## src/rtl/trig_pkg.sv

```systemverilog
package trig_pkg;
  localparam int TGT_W   = 32;
  localparam int PER_W   = 32;
  localparam int CNT_W   = 16;
  localparam int WID_W   = 24;
  localparam int LSEL_W  = 4;
  localparam int FLAG_HI = 16;

  localparam int OFS_SEL    = 'h00;
  localparam int OFS_TSTAT  = 'h04;
  localparam int OFS_ISTAT  = 'h08;
  localparam int OFS_CTRL   = 'h0C;
  localparam int OFS_TNS    = 'h10;
  localparam int OFS_TSEC   = 'h14;
  localparam int OFS_SETUP  = 'h18;
  localparam int OFS_PERIOD = 'h1C;
  localparam int OFS_CNT    = 'h20;
  localparam int OFS_WIDTH  = 'h24;

  typedef enum logic [2:0] {
    PAT_FALL      = 3'd0,
    PAT_RISE      = 3'd1,
    PAT_LOWPULSE  = 3'd2,
    PAT_HIGHPULSE = 3'd3,
    PAT_LOWTRAIN  = 3'd4,
    PAT_HIGHTRAIN = 3'd5,
    PAT_LEVEL     = 3'd6,
    PAT_NONE      = 3'd7
  } pattern_e;

  typedef enum logic [1:0] {ST_IDLE, ST_WAIT, ST_RUN} unit_state_e;

  typedef struct packed {
    logic [TGT_W-1:0]  tgtSec;
    logic [TGT_W-1:0]  tgtNs;
    pattern_e          pattern;
    logic [LSEL_W-1:0] lineSel;
    logic              notify;
    logic              levelVal;
    logic [PER_W-1:0]  periodNs;
    logic [CNT_W-1:0]  cycCount;
    logic [WID_W-1:0]  widthTicks;
  } unit_cfg_t;

  typedef struct packed {
    logic arm;
    logic disarm;
    logic halt;
  } unit_strobe_t;
endpackage

```

## src/rtl/trig_ctrl.sv

```systemverilog
module trig_ctrl
  import trig_pkg::*;
#(
  parameter int NUM_UNITS = 3,
  parameter int ADDR_W    = 6,
  parameter int IDX_W     = 2
) (
  input  logic                          clk,
  input  logic                          rstN,
  input  logic                          regWrEn,
  input  logic [ADDR_W-1:0]             regAddr,
  input  logic [31:0]                   regWdata,
  output logic [31:0]                   regRdata,
  input  logic [NUM_UNITS-1:0]          evDone,
  input  logic [NUM_UNITS-1:0]          evErr,
  input  logic [NUM_UNITS-1:0]          unitBusy,
  input  logic [NUM_UNITS-1:0]          unitActive,
  output unit_cfg_t [NUM_UNITS-1:0]     unitCfg,
  output unit_strobe_t [NUM_UNITS-1:0]  strobe,
  output logic [NUM_UNITS-1:0]          errFlags,
  output logic [NUM_UNITS-1:0]          doneFlags,
  output logic [NUM_UNITS-1:0]          intFlags,
  output logic                          irq
);
  logic [IDX_W-1:0] unitSel;
  logic             selValid;
  logic             ctrlWr;

  function automatic logic hit(input int ofs);
    return regAddr == ADDR_W'(ofs);
  endfunction

  assign selValid = int'(unitSel) < NUM_UNITS;
  assign ctrlWr   = regWrEn && hit(OFS_CTRL);
  assign irq      = |intFlags;

  always_comb begin
    for (int u = 0; u < NUM_UNITS; u++) begin
      strobe[u].halt   = ctrlWr && regWdata[0];
      strobe[u].arm    = ctrlWr && !regWdata[0] && regWdata[1] && regWdata[2]
                         && int'(unitSel) == u;
      strobe[u].disarm = ctrlWr && !regWdata[0] && !regWdata[1]
                         && int'(unitSel) == u;
    end
  end

  always_ff @(posedge clk or negedge rstN) begin
    if (!rstN) begin
      unitSel   <= '0;
      unitCfg   <= '0;
      errFlags  <= '0;
      doneFlags <= '0;
      intFlags  <= '0;
    end else begin
      if (regWrEn && hit(OFS_SEL)) unitSel <= regWdata[IDX_W-1:0];
      for (int u = 0; u < NUM_UNITS; u++) begin
        if (regWrEn && int'(unitSel) == u) begin
          if (hit(OFS_TNS))    unitCfg[u].tgtNs      <= regWdata;
          if (hit(OFS_TSEC))   unitCfg[u].tgtSec     <= regWdata;
          if (hit(OFS_PERIOD)) unitCfg[u].periodNs   <= regWdata;
          if (hit(OFS_CNT))    unitCfg[u].cycCount   <= regWdata[31:16];
          if (hit(OFS_WIDTH))  unitCfg[u].widthTicks <= regWdata[WID_W-1:0];
          if (hit(OFS_SETUP)) begin
            unitCfg[u].pattern  <= pattern_e'(regWdata[2:0]);
            unitCfg[u].lineSel  <= regWdata[7:4];
            unitCfg[u].notify   <= regWdata[8];
            unitCfg[u].levelVal <= regWdata[9];
          end
        end
        if (regWrEn && hit(OFS_TSTAT)) begin
          if (regWdata[FLAG_HI+u]) errFlags[u]  <= 1'b0;
          if (regWdata[u])         doneFlags[u] <= 1'b0;
        end
        if (regWrEn && hit(OFS_ISTAT) && regWdata[FLAG_HI+u]) intFlags[u] <= 1'b0;
        if (evErr[u]) errFlags[u] <= 1'b1;
        if (evDone[u]) begin
          doneFlags[u] <= 1'b1;
          if (unitCfg[u].notify) intFlags[u] <= 1'b1;
        end
      end
    end
  end

  always_comb begin
    regRdata = '0;
    if (hit(OFS_SEL)) regRdata[IDX_W-1:0] = unitSel;
    if (hit(OFS_TSTAT)) begin
      regRdata[FLAG_HI +: NUM_UNITS] = errFlags;
      regRdata[NUM_UNITS-1:0]        = doneFlags;
    end
    if (hit(OFS_ISTAT)) regRdata[FLAG_HI +: NUM_UNITS] = intFlags;
    for (int u = 0; u < NUM_UNITS; u++) begin
      if (selValid && int'(unitSel) == u) begin
        if (hit(OFS_CTRL)) begin
          regRdata[1] = unitBusy[u];
          regRdata[3] = unitActive[u];
        end
        if (hit(OFS_TNS))    regRdata = unitCfg[u].tgtNs;
        if (hit(OFS_TSEC))   regRdata = unitCfg[u].tgtSec;
        if (hit(OFS_PERIOD)) regRdata = unitCfg[u].periodNs;
        if (hit(OFS_CNT))    regRdata = {unitCfg[u].cycCount, 16'b0};
        if (hit(OFS_WIDTH))  regRdata = {{(32-WID_W){1'b0}}, unitCfg[u].widthTicks};
        if (hit(OFS_SETUP))  regRdata = {22'b0, unitCfg[u].levelVal, unitCfg[u].notify,
                                         unitCfg[u].lineSel, 1'b0, unitCfg[u].pattern};
      end
    end
  end
endmodule

```

## src/rtl/trig_unit.sv

```systemverilog
module trig_unit
  import trig_pkg::*;
#(
  parameter int SEC_W = 32,
  parameter int NS_W  = 30
) (
  input  logic              clk,
  input  logic              rstN,
  input  unit_strobe_t      strobe,
  input  unit_cfg_t         cfg,
  input  logic [SEC_W-1:0]  todSec,
  input  logic [NS_W-1:0]   todNs,
  input  logic              todTick,
  output logic              drvEn,
  output logic [LSEL_W-1:0] drvLine,
  output logic              drvLevel,
  output logic              evDone,
  output logic              evErr,
  output logic              busy,
  output logic              active
);
  localparam int TIME_W = SEC_W + TGT_W;

  unit_state_e      state;
  logic [PER_W-1:0] elapsed;
  logic [CNT_W-1:0] cycDone;

  logic [TIME_W-1:0] nowTime, tgtTime;
  logic [PER_W-1:0]  perTicks, widTicks, elapsedNext;
  logic reached, inPast, isTrain, isPulse, actLvl, perEnd, pulEnd, lastCyc;

  assign nowTime     = {todSec, {(TGT_W-NS_W){1'b0}}, todNs};
  assign tgtTime     = {cfg.tgtSec, cfg.tgtNs};
  assign reached     = nowTime >= tgtTime;
  assign inPast      = nowTime > tgtTime;
  assign isTrain     = cfg.pattern == PAT_LOWTRAIN || cfg.pattern == PAT_HIGHTRAIN;
  assign isPulse     = cfg.pattern == PAT_LOWPULSE || cfg.pattern == PAT_HIGHPULSE;
  assign perTicks    = (cfg.periodNs[PER_W-1:3] == '0) ? PER_W'(1)
                                                       : {3'b0, cfg.periodNs[PER_W-1:3]};
  assign widTicks    = (cfg.widthTicks == '0) ? PER_W'(1) : PER_W'(cfg.widthTicks);
  assign elapsedNext = elapsed + PER_W'(1);
  assign perEnd      = isTrain && todTick && elapsedNext == perTicks;
  assign pulEnd      = todTick && elapsedNext == widTicks;
  assign lastCyc     = cfg.cycCount != '0 && (cycDone + CNT_W'(1)) == cfg.cycCount;
  assign drvLine     = cfg.lineSel;
  assign busy        = state != ST_IDLE;
  assign active      = state == ST_RUN;

  always_comb begin
    case (cfg.pattern)
      PAT_RISE, PAT_HIGHPULSE, PAT_HIGHTRAIN: actLvl = 1'b1;
      PAT_LEVEL:                              actLvl = cfg.levelVal;
      default:                                actLvl = 1'b0;
    endcase
  end

  always_comb begin
    drvEn    = 1'b0;
    drvLevel = actLvl;
    evDone   = 1'b0;
    evErr    = 1'b0;
    if (strobe.halt || strobe.disarm) begin
      drvEn = 1'b0;
    end else if (strobe.arm) begin
      evErr = inPast;
    end else if (state == ST_WAIT) begin
      if (reached) begin
        drvEn  = cfg.pattern != PAT_NONE;
        evDone = !isTrain && !isPulse;
      end
    end else if (state == ST_RUN) begin
      if (perEnd) begin
        drvEn = 1'b1;
        if (lastCyc) begin
          drvLevel = !actLvl;
          evDone   = 1'b1;
        end
      end else if (pulEnd) begin
        drvEn    = 1'b1;
        drvLevel = !actLvl;
        evDone   = isPulse;
      end
    end
  end

  always_ff @(posedge clk or negedge rstN) begin
    if (!rstN) begin
      state   <= ST_IDLE;
      elapsed <= '0;
      cycDone <= '0;
    end else if (strobe.halt || strobe.disarm) begin
      state <= ST_IDLE;
    end else if (strobe.arm) begin
      state <= inPast ? ST_IDLE : ST_WAIT;
    end else begin
      case (state)
        ST_WAIT: if (reached) begin
          state   <= (isTrain || isPulse) ? ST_RUN : ST_IDLE;
          elapsed <= '0;
          cycDone <= '0;
        end
        ST_RUN: begin
          if (evDone) begin
            state <= ST_IDLE;
          end else if (perEnd) begin
            elapsed <= '0;
            cycDone <= cycDone + CNT_W'(1);
          end else if (todTick) begin
            elapsed <= elapsedNext;
          end
        end
        default: state <= ST_IDLE;
      endcase
    end
  end
endmodule

```

## src/rtl/trig_lines.sv

```systemverilog
module trig_lines
  import trig_pkg::*;
#(
  parameter int NUM_UNITS = 3,
  parameter int NUM_LINES = 4
) (
  input  logic                              clk,
  input  logic                              rstN,
  input  logic [NUM_UNITS-1:0]              drvEn,
  input  logic [NUM_UNITS-1:0][LSEL_W-1:0]  drvLine,
  input  logic [NUM_UNITS-1:0]              drvLevel,
  output logic [NUM_LINES-1:0]              lineLevel
);
  logic [NUM_LINES-1:0] nextLevel;

  always_comb begin
    nextLevel = lineLevel;
    for (int l = 0; l < NUM_LINES; l++) begin
      for (int u = NUM_UNITS - 1; u >= 0; u--) begin
        if (drvEn[u] && drvLine[u] == LSEL_W'(l)) nextLevel[l] = drvLevel[u];
      end
    end
  end

  always_ff @(posedge clk or negedge rstN) begin
    if (!rstN) lineLevel <= '0;
    else       lineLevel <= nextLevel;
  end
endmodule

```

## src/rtl/trig_out_bank.sv

```systemverilog
module trig_out_bank
  import trig_pkg::*;
#(
  parameter int NUM_UNITS = 3,
  parameter int NUM_LINES = 4,
  parameter int ADDR_W    = 6,
  parameter int IDX_W     = 2,
  parameter int SEC_W     = 32,
  parameter int NS_W      = 30
) (
  input  logic                 clk,
  input  logic                 rstN,
  input  logic [SEC_W-1:0]     todSec,
  input  logic [NS_W-1:0]      todNs,
  input  logic                 todTick,
  input  logic                 regWrEn,
  input  logic [ADDR_W-1:0]    regAddr,
  input  logic [31:0]          regWdata,
  output logic [31:0]          regRdata,
  output logic [NUM_LINES-1:0] outLines,
  output logic                 irq
);
  unit_cfg_t    [NUM_UNITS-1:0]             unitCfg;
  unit_strobe_t [NUM_UNITS-1:0]             strobe;
  logic         [NUM_UNITS-1:0]             evDone, evErr, unitBusy, unitActive;
  logic         [NUM_UNITS-1:0]             errFlags, doneFlags, intFlags;
  logic         [NUM_UNITS-1:0]             drvEn, drvLevel;
  logic         [NUM_UNITS-1:0][LSEL_W-1:0] drvLine;

  trig_ctrl #(.NUM_UNITS(NUM_UNITS), .ADDR_W(ADDR_W), .IDX_W(IDX_W)) i_ctrl (
    .clk(clk), .rstN(rstN), .regWrEn(regWrEn), .regAddr(regAddr),
    .regWdata(regWdata), .regRdata(regRdata), .evDone(evDone), .evErr(evErr),
    .unitBusy(unitBusy), .unitActive(unitActive), .unitCfg(unitCfg),
    .strobe(strobe), .errFlags(errFlags), .doneFlags(doneFlags),
    .intFlags(intFlags), .irq(irq)
  );

  for (genvar u = 0; u < NUM_UNITS; u++) begin : g_unit
    trig_unit #(.SEC_W(SEC_W), .NS_W(NS_W)) i_unit (
      .clk(clk), .rstN(rstN), .strobe(strobe[u]), .cfg(unitCfg[u]),
      .todSec(todSec), .todNs(todNs), .todTick(todTick),
      .drvEn(drvEn[u]), .drvLine(drvLine[u]), .drvLevel(drvLevel[u]),
      .evDone(evDone[u]), .evErr(evErr[u]), .busy(unitBusy[u]),
      .active(unitActive[u])
    );
  end

  trig_lines #(.NUM_UNITS(NUM_UNITS), .NUM_LINES(NUM_LINES)) i_lines (
    .clk(clk), .rstN(rstN), .drvEn(drvEn), .drvLine(drvLine),
    .drvLevel(drvLevel), .lineLevel(outLines)
  );
endmodule

```

## config.mk

```make
export PLATFORM = sky130hd
export DESIGN_NAME = trig_out_bank
export DESIGN_NICKNAME = d
export VERILOG_FILES = /design/src/rtl/trig_pkg.sv /design/src/rtl/trig_ctrl.sv /design/src/rtl/trig_unit.sv /design/src/rtl/trig_lines.sv /design/src/rtl/trig_out_bank.sv
export SDC_FILE = /design/constraint.sdc
export NUM_CORES = 2
export LEC_CHECK = 0
export BUFFER_PORTS_ARGS = -buffer_cell sky130_fd_sc_hd__buf_2
export CORE_UTILIZATION = 40
export DETAILED_ROUTE_END_ITERATION = 8
export GPL_TIMING_DRIVEN = 0
export PLACE_DENSITY = 0.61
export SYNTH_ARGS = -nofsm -noshare
export SYNTH_HDL_FRONTEND = slang
export SYNTH_SLANG_ARGS = --single-unit
```

## constraint.sdc

```tcl
create_clock -name clk -period 5.2 [get_ports clk]
set_input_delay 0.26 -clock clk [delete_from_list [all_inputs] [get_ports clk]]
set_output_delay 0.26 -clock clk [all_outputs]
set_load 0.005 [all_outputs]
```

==> results.sh <==
export IMPL_status="finished, violations left"
export IMPL_failed_checks="capacitance limit, slew limit, setup timing"
export IMPL_drcViolationCount=0
export IMPL_synthAdderAreaFrac_pct=5.58
export IMPL_drive_above_1_share_pct=15.5
export IMPL_fin_crit_ns=5.22
export IMPL_std_cell_rows=120
export IMPL_synthSimpleGateAreaFrac_pct=19.8
export IMPL_cts_tree="done"
export IMPL_antenna_found_initial=17
export IMPL_clk_path_buf_depth=3
export IMPL_slew_headroom_pct=-1.44
export IMPL_drv_slew=10
export IMPL_layout_commonest_cell="dfrtp_1"
export IMPL_final_cell_mix="dfrtp_1, o21ai_0, nand2_1"
export IMPL_synth_cell_area_um2=43200
export IMPL_cp_end_kind="flop"
export IMPL_syn_to_final_growth_pct=13.8
export IMPL_ant_nets=0
export IMPL_hpwl_um=166000
export IMPL_cts_buffers=77
export IMPL_die_x_um=331
export IMPL_ys_top_cells_by_area="dfrtp_1, mux2_2, ha_1, o21ai_0, xnor2_1"
export IMPL_p_leak_uw=0.0219
export IMPL_finalHoldViolations=0
export IMPL_critPathMaxStageDelay_ns=0.69
export IMPL_die_y_um=331
export IMPL_synth_warnings=0
export IMPL_utilization_pct=45.9
export IMPL_cp_max_fo=10
export IMPL_ys_seq_elements=600
export IMPL_tightest_slew_ns=1.52
export IMPL_via_per_inst=6.59
export IMPL_setup_tns_ns=-0.0900
export IMPL_synth_compound_area_share_pct=18.8
export IMPL_syn_inst=4921
export IMPL_crit_chain="buf_2 > and3_1 > buf_2 > nand4_2 > nor3_1 > xnor2_1 > nor4_1 > nand4_1 > or4_4 > o22ai_1 > a21bo_2 > buf_4 > or2_1 > buf_4 > buf_4 > o21ai_0"
export IMPL_peakVddDrop_mv=0.368
export IMPL_io_pins=141
export IMPL_start_util_pct=40.3
export IMPL_grt_usage_pct=38.0
export IMPL_synth_cell_types=105
export IMPL_synth_top_family_by_area="simple AND/OR/NAND/NOR gates"
export IMPL_yosysSeqAreaShare_pct=34.7
export IMPL_dieArea_um2=109000
export IMPL_worstPathRequired_ns=5.74
export IMPL_hp_class="input port to flop"
export IMPL_layout_setup_ws_ns=-0.0194
export IMPL_dr_pass1_iters=6
export IMPL_grt_max_degree=111
export IMPL_vias=43700
export IMPL_max_freq_ghz=0.192
export IMPL_setup_viol=8
export IMPL_routedWlPerCell_um=31.8
export IMPL_arrival_ns=5.76
export IMPL_fin_worst_skew_ns=0.0421
export IMPL_cap_violations=2
export IMPL_met3_usage_pct=12.0
export IMPL_synth_xor_area_share_pct=5.35
export IMPL_critPathLaunchType="flop"
export IMPL_gp_congestion=1.04
export IMPL_grt_busiest_layer="met1"
export IMPL_core_area_um2=107000
export IMPL_crit_path_frequent_cell="buf_4"
export IMPL_layout_nets=5464
export IMPL_path_class="flop to flop"
export IMPL_met2_usage_pct=52.3
export IMPL_clk_pin_slew_worst_paths_ns=0.06
export IMPL_fin_crit_sh_pct=100
export IMPL_port_buffers=135
export IMPL_crit_slowest_cell="or4_4"
export IMPL_reg2reg_slack_ns=-0.02
export IMPL_p_per_area_nw_per_um2=283
export IMPL_synth_top_cell_area_share_pct=34.7
export IMPL_cts_htree_levels=3
export IMPL_first_global_vias=40000
export IMPL_grtUsageMet1_pct=54.4
export IMPL_synth_largest_area_cell="dfrtp_1"
export IMPL_cts_sinks=600
export IMPL_synth_area_mux_share_pct=10.2
export IMPL_synth_edf_count=0
export IMPL_drtIter0Drc=6068
export IMPL_grt_overflow_total=0
export IMPL_synth_ff_type="dfrtp_1"
export IMPL_async_flop_share_pct=100
export IMPL_grt_first_pass_wirelength_um=297000
export IMPL_syn_nets=5217
export IMPL_wl_um=211000
export IMPL_synth_avg_cell_area_um2=8.79
export IMPL_insertion_delay_ns=0.69
export IMPL_cts_root_buf="clkbuf_16"
per-layer routing:
| metal | vias to the layer above | routed length [um] |
|---|---|---|
| met3 | 480 | 27300 |
| met4 | 14 | 9480 |
| met2 | 2769 | 83900 |
| met1 | 21800 | 90400 |
| li1 | 18700 | - |
| met5 | - | 237 |
sequential cells by signal (all words and copies together), names as in the netlist:
register,flops
g_unit.i_unit.cycDone,48
i_lines.lineLevel,4
g_unit.i_unit.state,6
i_ctrl.doneFlags,3
g_unit.i_unit.elapsed,96
i_ctrl.unitSel,2
i_ctrl.intFlags,3
i_ctrl.errFlags,3
i_ctrl.unitCfg,435
cells by family (layout without fill, tap and decap cells):
family,Yosys count,in the layout
xor gates and xnor gates,253,253
other,0,8
and+or+nand+nor,1611,1611
muxes,400,400
adders and majority gates,193,193
AOI/OAI and AO/OA,1265,1265
DFF,600,600
buffers and inverters,599,906
synth_stat cells (99+ instances only):
library cell	number
a21oi_1	217
clkbuf_1	251
dfrtp_1	600
ha_1	192
inv_1	242
mux2_2	312
nand2_1	377
nand3_1	147
nand4_1	131
nor2_1	329
nor4_1	132
o21ai_0	435
o31ai_1	99
xnor2_1	164
power by group:
group | switching [uW] | total [uW] | internal [uW]
Combinational | 1610 | 2530 | 921
Sequential | 456 | 5420 | 4970
Clock | 2380 | 5950 | 3580
layout make-up:
type / instances / area (um^2)
Buffer: 356 / 1530
Multi-Input combinational cell: 3722 / 26100
Inverter: 243 / 912
Timing Repair Buffer: 168 / 1110
Antenna cell: 8 / 20.0
Fill cell: 10600 / 58000
Sequential cell: 600 / 15000
Clock inverter: 32 / 488
Clock buffer: 107 / 2250
Tap cell: 1403 / 1760
per-stage QoR:
step           setup slack [ns]  instances  hold WS [ns]  total power [uW]  cell area, um^2
3_5_place_dp             -0.714       6467         0.200              7890            45900
5_1_grt                 -0.0287       6634       0.00179             14300            49200
2_1_floorplan              1.33       4921       -0.0356              6770            43200
3_3_place_gp              -9.70       6459         0.461              7840            45700
4_1_cts                 0.00207       6621      0.000535             13800            48800
6_report                -0.0194       6639        0.0202             13900            49200
timing repair:
item / CTS / global route
endpoints found under the hold margin: 89 / 0
setup buffers: 0 / 8
pin swaps: 1 / 5
gates resized for setup: 18 / 70
hold buffers: 15 / 0
setup endpoints to repair: 109 / 162
critical path: cells and delay by family (launching register included):
kind	cells	cell delay, ns
flops	1	0.36
buf+inv	5	1.23
xor+xnor	1	0.24
compound gates	3	0.58
simple gates	7	2.65
path summary, 6_finish.rpt:
check                                               end                          from  cells past startpoint
setup / recovery           g_unit[0].i_unit.elapsed[17]  g_unit[0].i_unit.elapsed[13]                     16
hold / removal                      i_ctrl.unitCfg[343]                  regWdata[13]                      2
setup reg to reg           g_unit[0].i_unit.elapsed[17]  g_unit[0].i_unit.elapsed[13]                     16
hold reg to reg                     i_ctrl.doneFlags[0]           i_ctrl.doneFlags[0]                      1
max in group asynchronous   g_unit[2].i_unit.cycDone[9]                          rstN                      6
min in group asynchronous   g_unit[0].i_unit.elapsed[8]                          rstN                      2
Note: power is estimated with default switching activity, not from simulation.
